--- config.mk ---
export PLATFORM = sky130hd
export DESIGN_NAME = spi_bank_cmd_dec
export DESIGN_NICKNAME = d
export VERILOG_FILES = /design/src/rtl/spicmd_pkg.sv /design/src/rtl/spi_byte_shifter.sv /design/src/rtl/bank_ctl_reg.sv /design/src/rtl/cmd_sequencer.sv /design/src/rtl/spi_bank_cmd_dec.sv
export SDC_FILE = /design/constraint.sdc
export NUM_CORES = 1
export LEC_CHECK = 0
export CELL_PAD_IN_SITES_DETAIL_PLACEMENT = 1
export CELL_PAD_IN_SITES_GLOBAL_PLACEMENT = 2
export CORE_ASPECT_RATIO = 1.2
export CORE_MARGIN = 4
export CORE_UTILIZATION = 32
export DETAILED_ROUTE_END_ITERATION = 16
export PLACE_DENSITY_LB_ADDON = 0.1
export SLEW_MARGIN = 20
export SYNTH_ARGS = -nofsm -noshare
export SYNTH_HDL_FRONTEND = slang
export SYNTH_SLANG_ARGS = --single-unit
--- constraint.sdc ---
create_clock -name clk -period 4.7 [get_ports clk]
set_input_delay 0.94 -clock clk [delete_from_list [all_inputs] [get_ports clk]]
set_output_delay 0.94 -clock clk [all_outputs]
set_load 0.01 [all_outputs]
--- src/rtl/spicmd_pkg.sv ---
// Shared widths, command encodings and register-class rules for the
// banked SPI command decoder. Assumes 8-bit serial bytes, MSB first.
package spicmd_pkg;

    localparam int BYTE_W = 8;
    localparam int ADDR_W = 5;
    localparam int OP_W   = BYTE_W - ADDR_W;
    localparam int BANK_W = 2;
    localparam int CNT_W  = $clog2(BYTE_W);

    // Operation field values (bits 7:5 of the command byte)
    localparam logic [OP_W-1:0] OP_RDREG = 3'b000;
    localparam logic [OP_W-1:0] OP_WRREG = 3'b010;
    localparam logic [OP_W-1:0] OP_SETB  = 3'b100;
    localparam logic [OP_W-1:0] OP_CLRB  = 3'b101;

    // Whole-byte commands
    localparam logic [BYTE_W-1:0] CMD_BUF_RD = 8'h3A;
    localparam logic [BYTE_W-1:0] CMD_BUF_WR = 8'h7A;
    localparam logic [BYTE_W-1:0] CMD_SRST   = 8'hFF;

    typedef enum logic [3:0] {
        PH_CMD,      // waiting for the command byte
        PH_RD_WAIT,  // slow read: dummy byte going out
        PH_WR,       // expecting write data
        PH_SET,      // expecting bit-set mask
        PH_CLR,      // expecting bit-clear mask
        PH_BUF_RD,   // streaming from buffer
        PH_BUF_WR,   // streaming into buffer
        PH_IDLE      // rest of transaction ignored
    } phase_t;

    // Registers that answer a read with a leading dummy byte
    function automatic logic slow_class(input logic [BANK_W-1:0] bank,
                                        input logic [ADDR_W-1:0] addr);
        logic banked;
        banked = (addr <= 5'h1A);
        case (bank)
            2'd2:    slow_class = banked;
            2'd3:    slow_class = banked && ((addr <= 5'h05) || (addr == 5'h0A));
            default: slow_class = 1'b0;
        endcase
    endfunction

endpackage

--- src/rtl/spi_byte_shifter.sv ---
// Serial byte assembler and transmit shifter.
// Assumes bit_stb marks the sampling edge and is at least two cycles apart;
// a load request from the sequencer never coincides with bit_stb.
module spi_byte_shifter
    import spicmd_pkg::*;
(
    input  logic              clk,
    input  logic              rst_n,
    input  logic              cs_n,
    input  logic              bit_stb,
    input  logic              mosi,
    input  logic              load_en,
    input  logic [BYTE_W-1:0] load_val,
    output logic              miso,
    output logic              byte_done,
    output logic [BYTE_W-1:0] byte_val
);

    logic [CNT_W-1:0]  bit_cnt;
    logic [BYTE_W-1:0] rx_sr;
    logic [BYTE_W-1:0] tx_sr;

    assign byte_val  = {rx_sr[BYTE_W-2:0], mosi};
    assign byte_done = !cs_n && bit_stb && (bit_cnt == CNT_W'(BYTE_W - 1));
    assign miso      = tx_sr[BYTE_W-1];

    // Shift registers and bit position; chip select high flushes everything
    always_ff @(posedge clk) begin
        if (!rst_n || cs_n) begin
            bit_cnt <= '0;
            rx_sr   <= '0;
            tx_sr   <= '0;
        end else begin
            if (bit_stb) begin
                bit_cnt <= (bit_cnt == CNT_W'(BYTE_W - 1)) ? '0 : bit_cnt + 1'b1;
                rx_sr   <= byte_val;
            end
            if (load_en) begin
                tx_sr <= load_val;
            end else if (bit_stb) begin
                tx_sr <= {tx_sr[BYTE_W-2:0], 1'b0};
            end
        end
    end

endmodule

--- src/rtl/bank_ctl_reg.sv ---
// Common control register whose low bits select the active bank.
// Assumes clear and write never need to be merged; clear wins.
module bank_ctl_reg
    import spicmd_pkg::*;
#(
    parameter logic [BYTE_W-1:0] RST_VAL = 8'h00
) (
    input  logic              clk,
    input  logic              rst_n,
    input  logic              clr,
    input  logic              wr_en,
    input  logic [BYTE_W-1:0] wr_val,
    output logic [BYTE_W-1:0] ctl,
    output logic [BANK_W-1:0] bank
);

    assign bank = ctl[BANK_W-1:0];

    // Hold control value; reset and soft reset restore the reset value
    always_ff @(posedge clk) begin
        if (!rst_n || clr) begin
            ctl <= RST_VAL;
        end else if (wr_en) begin
            ctl <= wr_val;
        end
    end

endmodule

--- src/rtl/cmd_sequencer.sv ---
// Transaction sequencer: latches the address on the command byte, then acts
// on each completed byte one cycle later, when reg_rdata for the latched
// address is valid. Assumes reg_rdata is a combinational function of
// reg_bank/reg_addr.
module cmd_sequencer
    import spicmd_pkg::*;
#(
    parameter logic [ADDR_W-1:0] COMMON_BASE = 5'h1B,
    parameter logic [ADDR_W-1:0] CTRL_ADDR   = 5'h1F
) (
    input  logic              clk,
    input  logic              rst_n,
    input  logic              cs_n,
    input  logic              byte_done,
    input  logic [BYTE_W-1:0] byte_val,
    input  logic [BANK_W-1:0] bank,
    input  logic [BYTE_W-1:0] ctl,
    input  logic [BYTE_W-1:0] reg_rdata,
    input  logic [BYTE_W-1:0] buf_rd_data,
    output logic [ADDR_W-1:0] addr,
    output logic              common,
    output logic              load_en,
    output logic [BYTE_W-1:0] load_val,
    output logic              reg_rd_stb,
    output logic              reg_wr_stb,
    output logic [BYTE_W-1:0] reg_wdata,
    output logic              ctl_wr_en,
    output logic [BYTE_W-1:0] ctl_wr_val,
    output logic              buf_rd_stb,
    output logic              buf_wr_stb,
    output logic [BYTE_W-1:0] buf_wr_data,
    output logic              soft_rst
);

    phase_t            phase, phase_nxt;
    logic              pend;
    logic [BYTE_W-1:0] pbyte;
    logic              is_ctl;
    logic              slow;
    logic [BYTE_W-1:0] rd_val;
    logic              wr_req;
    logic [BYTE_W-1:0] wr_val;
    logic [OP_W-1:0]   op;

    assign is_ctl = (addr == CTRL_ADDR);
    assign common = (addr >= COMMON_BASE);
    assign slow   = !common && slow_class(bank, addr);
    assign rd_val = is_ctl ? ctl : reg_rdata;
    assign op     = pbyte[BYTE_W-1:ADDR_W];

    // Byte capture, address latch and phase advance
    always_ff @(posedge clk) begin
        if (!rst_n) begin
            phase <= PH_CMD;
            addr  <= '0;
            pend  <= 1'b0;
            pbyte <= '0;
        end else begin
            pend <= byte_done;
            if (byte_done) begin
                pbyte <= byte_val;
            end
            if (byte_done && phase == PH_CMD) begin
                addr <= byte_val[ADDR_W-1:0];
            end
            if (cs_n) begin
                phase <= PH_CMD;
            end else if (pend) begin
                phase <= phase_nxt;
            end
        end
    end

    // Action for the byte completed in the previous cycle
    always_comb begin
        phase_nxt  = phase;
        load_en    = 1'b0;
        load_val   = '0;
        reg_rd_stb = 1'b0;
        buf_rd_stb = 1'b0;
        buf_wr_stb = 1'b0;
        soft_rst   = 1'b0;
        wr_req     = 1'b0;
        wr_val     = pbyte;
        if (pend) begin
            case (phase)
                PH_CMD: begin
                    if (pbyte == CMD_BUF_RD) begin
                        load_en    = 1'b1;
                        load_val   = buf_rd_data;
                        buf_rd_stb = 1'b1;
                        phase_nxt  = PH_BUF_RD;
                    end else if (pbyte == CMD_BUF_WR) begin
                        phase_nxt = PH_BUF_WR;
                    end else if (pbyte == CMD_SRST) begin
                        soft_rst  = 1'b1;
                        phase_nxt = PH_IDLE;
                    end else begin
                        case (op)
                            OP_RDREG: begin
                                load_en = 1'b1;
                                if (slow) begin
                                    load_val  = '0;
                                    phase_nxt = PH_RD_WAIT;
                                end else begin
                                    load_val   = rd_val;
                                    reg_rd_stb = !is_ctl;
                                    phase_nxt  = PH_IDLE;
                                end
                            end
                            OP_WRREG: phase_nxt = PH_WR;
                            OP_SETB:  phase_nxt = PH_SET;
                            OP_CLRB:  phase_nxt = PH_CLR;
                            default:  phase_nxt = PH_IDLE;
                        endcase
                    end
                end
                PH_RD_WAIT: begin
                    load_en    = 1'b1;
                    load_val   = rd_val;
                    reg_rd_stb = !is_ctl;
                    phase_nxt  = PH_IDLE;
                end
                PH_WR: begin
                    wr_req    = 1'b1;
                    wr_val    = pbyte;
                    phase_nxt = PH_IDLE;
                end
                PH_SET: begin
                    wr_req    = !slow;
                    wr_val    = rd_val | pbyte;
                    phase_nxt = PH_IDLE;
                end
                PH_CLR: begin
                    wr_req    = !slow;
                    wr_val    = rd_val & ~pbyte;
                    phase_nxt = PH_IDLE;
                end
                PH_BUF_RD: begin
                    load_en    = 1'b1;
                    load_val   = buf_rd_data;
                    buf_rd_stb = 1'b1;
                end
                PH_BUF_WR: begin
                    buf_wr_stb = 1'b1;
                end
                default: phase_nxt = PH_IDLE;
            endcase
        end
    end

    // Route register writes to the internal control register or outside
    always_comb begin
        ctl_wr_en   = wr_req && is_ctl;
        ctl_wr_val  = wr_val;
        reg_wr_stb  = wr_req && !is_ctl;
        reg_wdata   = wr_val;
        buf_wr_data = pbyte;
    end

endmodule

--- src/rtl/spi_bank_cmd_dec.sv ---
// Top of the banked SPI command decoder: byte shifter, sequencer and the
// bank-holding control register. Assumes cs_n and bit_stb are synchronous
// to clk and bit_stb pulses are at least two cycles apart.
module spi_bank_cmd_dec
    import spicmd_pkg::*;
#(
    parameter logic [ADDR_W-1:0] COMMON_BASE = 5'h1B,
    parameter logic [ADDR_W-1:0] CTRL_ADDR   = 5'h1F,
    parameter logic [BYTE_W-1:0] CTRL_RST    = 8'h00
) (
    input  logic              clk,
    input  logic              rst_n,
    input  logic              cs_n,
    input  logic              bit_stb,
    input  logic              mosi,
    output logic              miso,
    output logic [BANK_W-1:0] reg_bank,
    output logic [ADDR_W-1:0] reg_addr,
    output logic              reg_common,
    output logic              reg_rd_stb,
    input  logic [BYTE_W-1:0] reg_rdata,
    output logic              reg_wr_stb,
    output logic [BYTE_W-1:0] reg_wdata,
    output logic              buf_rd_stb,
    input  logic [BYTE_W-1:0] buf_rd_data,
    output logic              buf_wr_stb,
    output logic [BYTE_W-1:0] buf_wr_data,
    output logic              soft_rst
);

    logic              byte_done;
    logic [BYTE_W-1:0] byte_val;
    logic              load_en;
    logic [BYTE_W-1:0] load_val;
    logic              ctl_wr_en;
    logic [BYTE_W-1:0] ctl_wr_val;
    logic [BYTE_W-1:0] ctl;

    spi_byte_shifter u_shift (
        .clk       (clk),
        .rst_n     (rst_n),
        .cs_n      (cs_n),
        .bit_stb   (bit_stb),
        .mosi      (mosi),
        .load_en   (load_en),
        .load_val  (load_val),
        .miso      (miso),
        .byte_done (byte_done),
        .byte_val  (byte_val)
    );

    cmd_sequencer #(
        .COMMON_BASE (COMMON_BASE),
        .CTRL_ADDR   (CTRL_ADDR)
    ) u_seq (
        .clk         (clk),
        .rst_n       (rst_n),
        .cs_n        (cs_n),
        .byte_done   (byte_done),
        .byte_val    (byte_val),
        .bank        (reg_bank),
        .ctl         (ctl),
        .reg_rdata   (reg_rdata),
        .buf_rd_data (buf_rd_data),
        .addr        (reg_addr),
        .common      (reg_common),
        .load_en     (load_en),
        .load_val    (load_val),
        .reg_rd_stb  (reg_rd_stb),
        .reg_wr_stb  (reg_wr_stb),
        .reg_wdata   (reg_wdata),
        .ctl_wr_en   (ctl_wr_en),
        .ctl_wr_val  (ctl_wr_val),
        .buf_rd_stb  (buf_rd_stb),
        .buf_wr_stb  (buf_wr_stb),
        .buf_wr_data (buf_wr_data),
        .soft_rst    (soft_rst)
    );

    bank_ctl_reg #(
        .RST_VAL (CTRL_RST)
    ) u_ctl (
        .clk    (clk),
        .rst_n  (rst_n),
        .clr    (soft_rst),
        .wr_en  (ctl_wr_en),
        .wr_val (ctl_wr_val),
        .ctl    (ctl),
        .bank   (reg_bank)
    );

endmodule

==> results.toml <==
[clock_tree]
post-cts-setup-buffer-count = 0
ctsRootBufferMaster = "clkbuf_8"
cts_tree = "yes"
clock_latency_ns = 0.29
cts_max_path_buffers = 2
clkTransAtPathRegs_ns = 0.08
cts_buffers = 5
cts_max_level = 2
cts.sinks = 43
ctsHoldBuffers = 0
cts.repair.resized = 0

[floorplan]
die_y_um = 103
dieArea_sq_mm = 0.00889
row_count = 34
io_pins = 51
die_w_um = 86.8
core_area_sq_mm = 0.00723
initial_core_util_pct = 32.9

[min_path]
min_path_type = "flop to flop"
hold_depth = 2

[global_routing]
grt_pass1_wl_mm = 11.1
gr-usage-met3_pct = 2.56
antenna_found_initial = 0
busiest_layer = "met2"
met2_usage_pct = 28.7
use_met1_pct = 19.8
grt_max_degree = 19
grt.overflow.total = 0
grt_pass1_vias = 2195
track_usage_pct = 15.9

[outcome]
status = "complete, no violations"

[placement]
portBuffers = 50
dp_hpwl_mm = 5.10
routabilityCongestion = 0.759

[finish]
fin_nets = 340
final_util_pct = 41.2
fillers = 876
area_delta_synth_final_pct = 24.9
diodes = 0
drive_gt1_share_pct = 9.15

[yosys]
ys_ff_latch = 43
synthCells = 279
synth.distinct_cells = 47
synth-seq-area-share_pct = 36.1
syn_nets = 302
synth_area_sq_mm = 0.00238
yosysWarnings = 0
syn_area_per_cell_sq_um = 8.54

[critical_path]
critPathCaptureType = "output pin"
worstPathRequired_ns = 3.76
critPathMaxFanout = 10
rr_worst_depth = 5
arrival_ns = 2.57
startpoint_type = "flop"
worstSetupPathType = "flop to output pin"

[timing]
timing.final.crit_share_pct = 74.6
final_max_slew_viol_count = 0
holdWs_ns = 0.471
slew_headroom_pct = 50.0
fin_setup_tns_ns = 0
period_needed_ns = 3.51
final_hold_viol_count = 0
setup_viol = 0
clock_skew_ns = 0.00685
worst_slew_pin_slew_ns = 0.751
rsz0062_at_grt = "no"
max_freq_mhz = 285

[power_and_ir_drop]
p_leak_nw = 1.10
peakVddDrop_mv = 0.122
p_total_w = 0.000690
power.density_mw_per_mm2 = 232

[drt]
via_count = 2144
drt_drc_violations_left = 0
first_pass_iters = 4
drt_wl_total_mm = 6.88
drt-initial-drc-count = 71
routedWlPerCell_um = 16.9
post_drt_via_cell_ratio = 5.27
final_antenna_net_count = 0

[job]
maxCapViolCount = 0
==> cells by family after synthesis <==
family,after synthesis,synth area share [%]
AOI/OAI and AO/OA,69,22.2
adders and majority gates,2,1.05
buffers and inverters,24,6.20
DFF,43,36.1
muxes,29,12.6
and+or+nand+nor,112,21.9
==> cell type report <==
type	instances	area (sq um)	share of cell area, %
clock inverter	1	30.0	1.01
clock buffer	6	72.6	2.44
inverter	3	11.3	0.378
multi-input combinational	212	1370	46.2
tap	90	113	3.78
timing repair buffer	52	515	17.3
sequential	43	861	28.9
==> worst paths after layout <==
| check | slack (ns) | start | to |
|---|---|---|---|
| max | 1.19 | u_seq.buf_wr_data[5] | reg_rd_stb |
| min | 0.47 | u_shift.rx_sr[6] | u_seq.buf_wr_data[7] |
| max reg2reg | 2.42 | u_seq.pend | u_ctl.ctl[3] |
| min reg2reg | 0.47 | u_shift.rx_sr[6] | u_seq.buf_wr_data[7] |
==> layout by cell type, fill, tap and decap left out, types with 2 or more instances in the layout <==
cell type,instances
or2_2,3
a21oi_1,7
clkdlybuf4s50_1,50
o31ai_1,8
ha_1,2
a31oi_1,9
o21ai_2,2
a21boi_0,8
nand2b_1,6
o311a_1,7
nand2_1,41
nand3_1,4
nor2b_1,7
mux2i_1,22
nor3_1,11
mux2_2,7
clkbuf_8,5
buf_4,2
dfxtp_1,43
nor2_1,29
o21ai_0,8
o21bai_1,8
inv_1,3
==> report_power, final <==
part / switching (W) / internal [W] / total [W] / leakage [nW]
logic: 0.0000188 / 0.0000239 / 0.0000427 / 0.699
clock network: 0.000125 / 0.000156 / 0.000281 / 0.0513
registers: 0.000000797 / 0.000365 / 0.000366 / 0.346
==> cell usage after synthesis (all sizes together) <==
master	number	area, sq um
o21ba	1	10.0
or4	1	11.3
a22o	1	8.76
o22ai	1	6.26
clkbuf	5	18.8
nor3	11	55.1
o21ai	11	73.8
a21boi	8	60.1
a311oi	1	8.76
o311a	8	81.3
nand3b	1	7.51
and2	1	6.26
buf	16	118
and3	1	6.26
o31ai	8	60.1
a31oi	10	77.6
nor2b	7	43.8
dfxtp	43	861
ha	2	25.0
nand3	4	20.0
nor4	1	6.26
mux2	7	78.8
nand2b	6	37.5
a311o	1	11.3
a211oi	1	7.51
o21bai	8	60.1
nand2	41	154
a21oi	8	43.8
o211a	1	10.0
mux2i	22	220
nor2	29	109
or2	6	40.1
or3	2	17.5
nand4	1	6.26
inv	3	11.3
a221o	1	10.0
==> sequential cells by signal (all words and copies together) (netlist names) <==
register / cells
u_ctl.ctl: 8
u_seq.pend: 1
u_seq.buf_wr_data: 8
u_shift.bit_cnt: 3
u_shift.tx_sr: 8
u_shift.rx_sr: 7
u_seq.phase: 3
u_seq.addr: 5
==> through the flow <==
step / instances / cell area (sq um) / worst slack, ns
2_1_floorplan: 279 / 2380 / 2.26
3_3_place_gp: 400 / 2870 / 1.34
4_1_cts: 407 / 2980 / 1.14
3_5_place_dp: 400 / 2870 / 1.35
5_1_grt: 407 / 2980 / 1.04
6_report: 407 / 2980 / 1.19
==> per-layer routing <==
metal  up-vias  wire (um)
met2        38       3460
met5         -          0
met3         6        243
met4         0         44
li1       1068          -
met1      1032       3130
==> critical path, cell delays in order (launching register included) <==
cell and delay (ns):
dfxtp_1 0.45, or2_2 0.39, nor3_1 0.25, and3_1 0.44, nor2_1 0.09, nor2_1 0.11
clkdlybuf4s50_1 0.54
(Power assumes the default switching activity.)
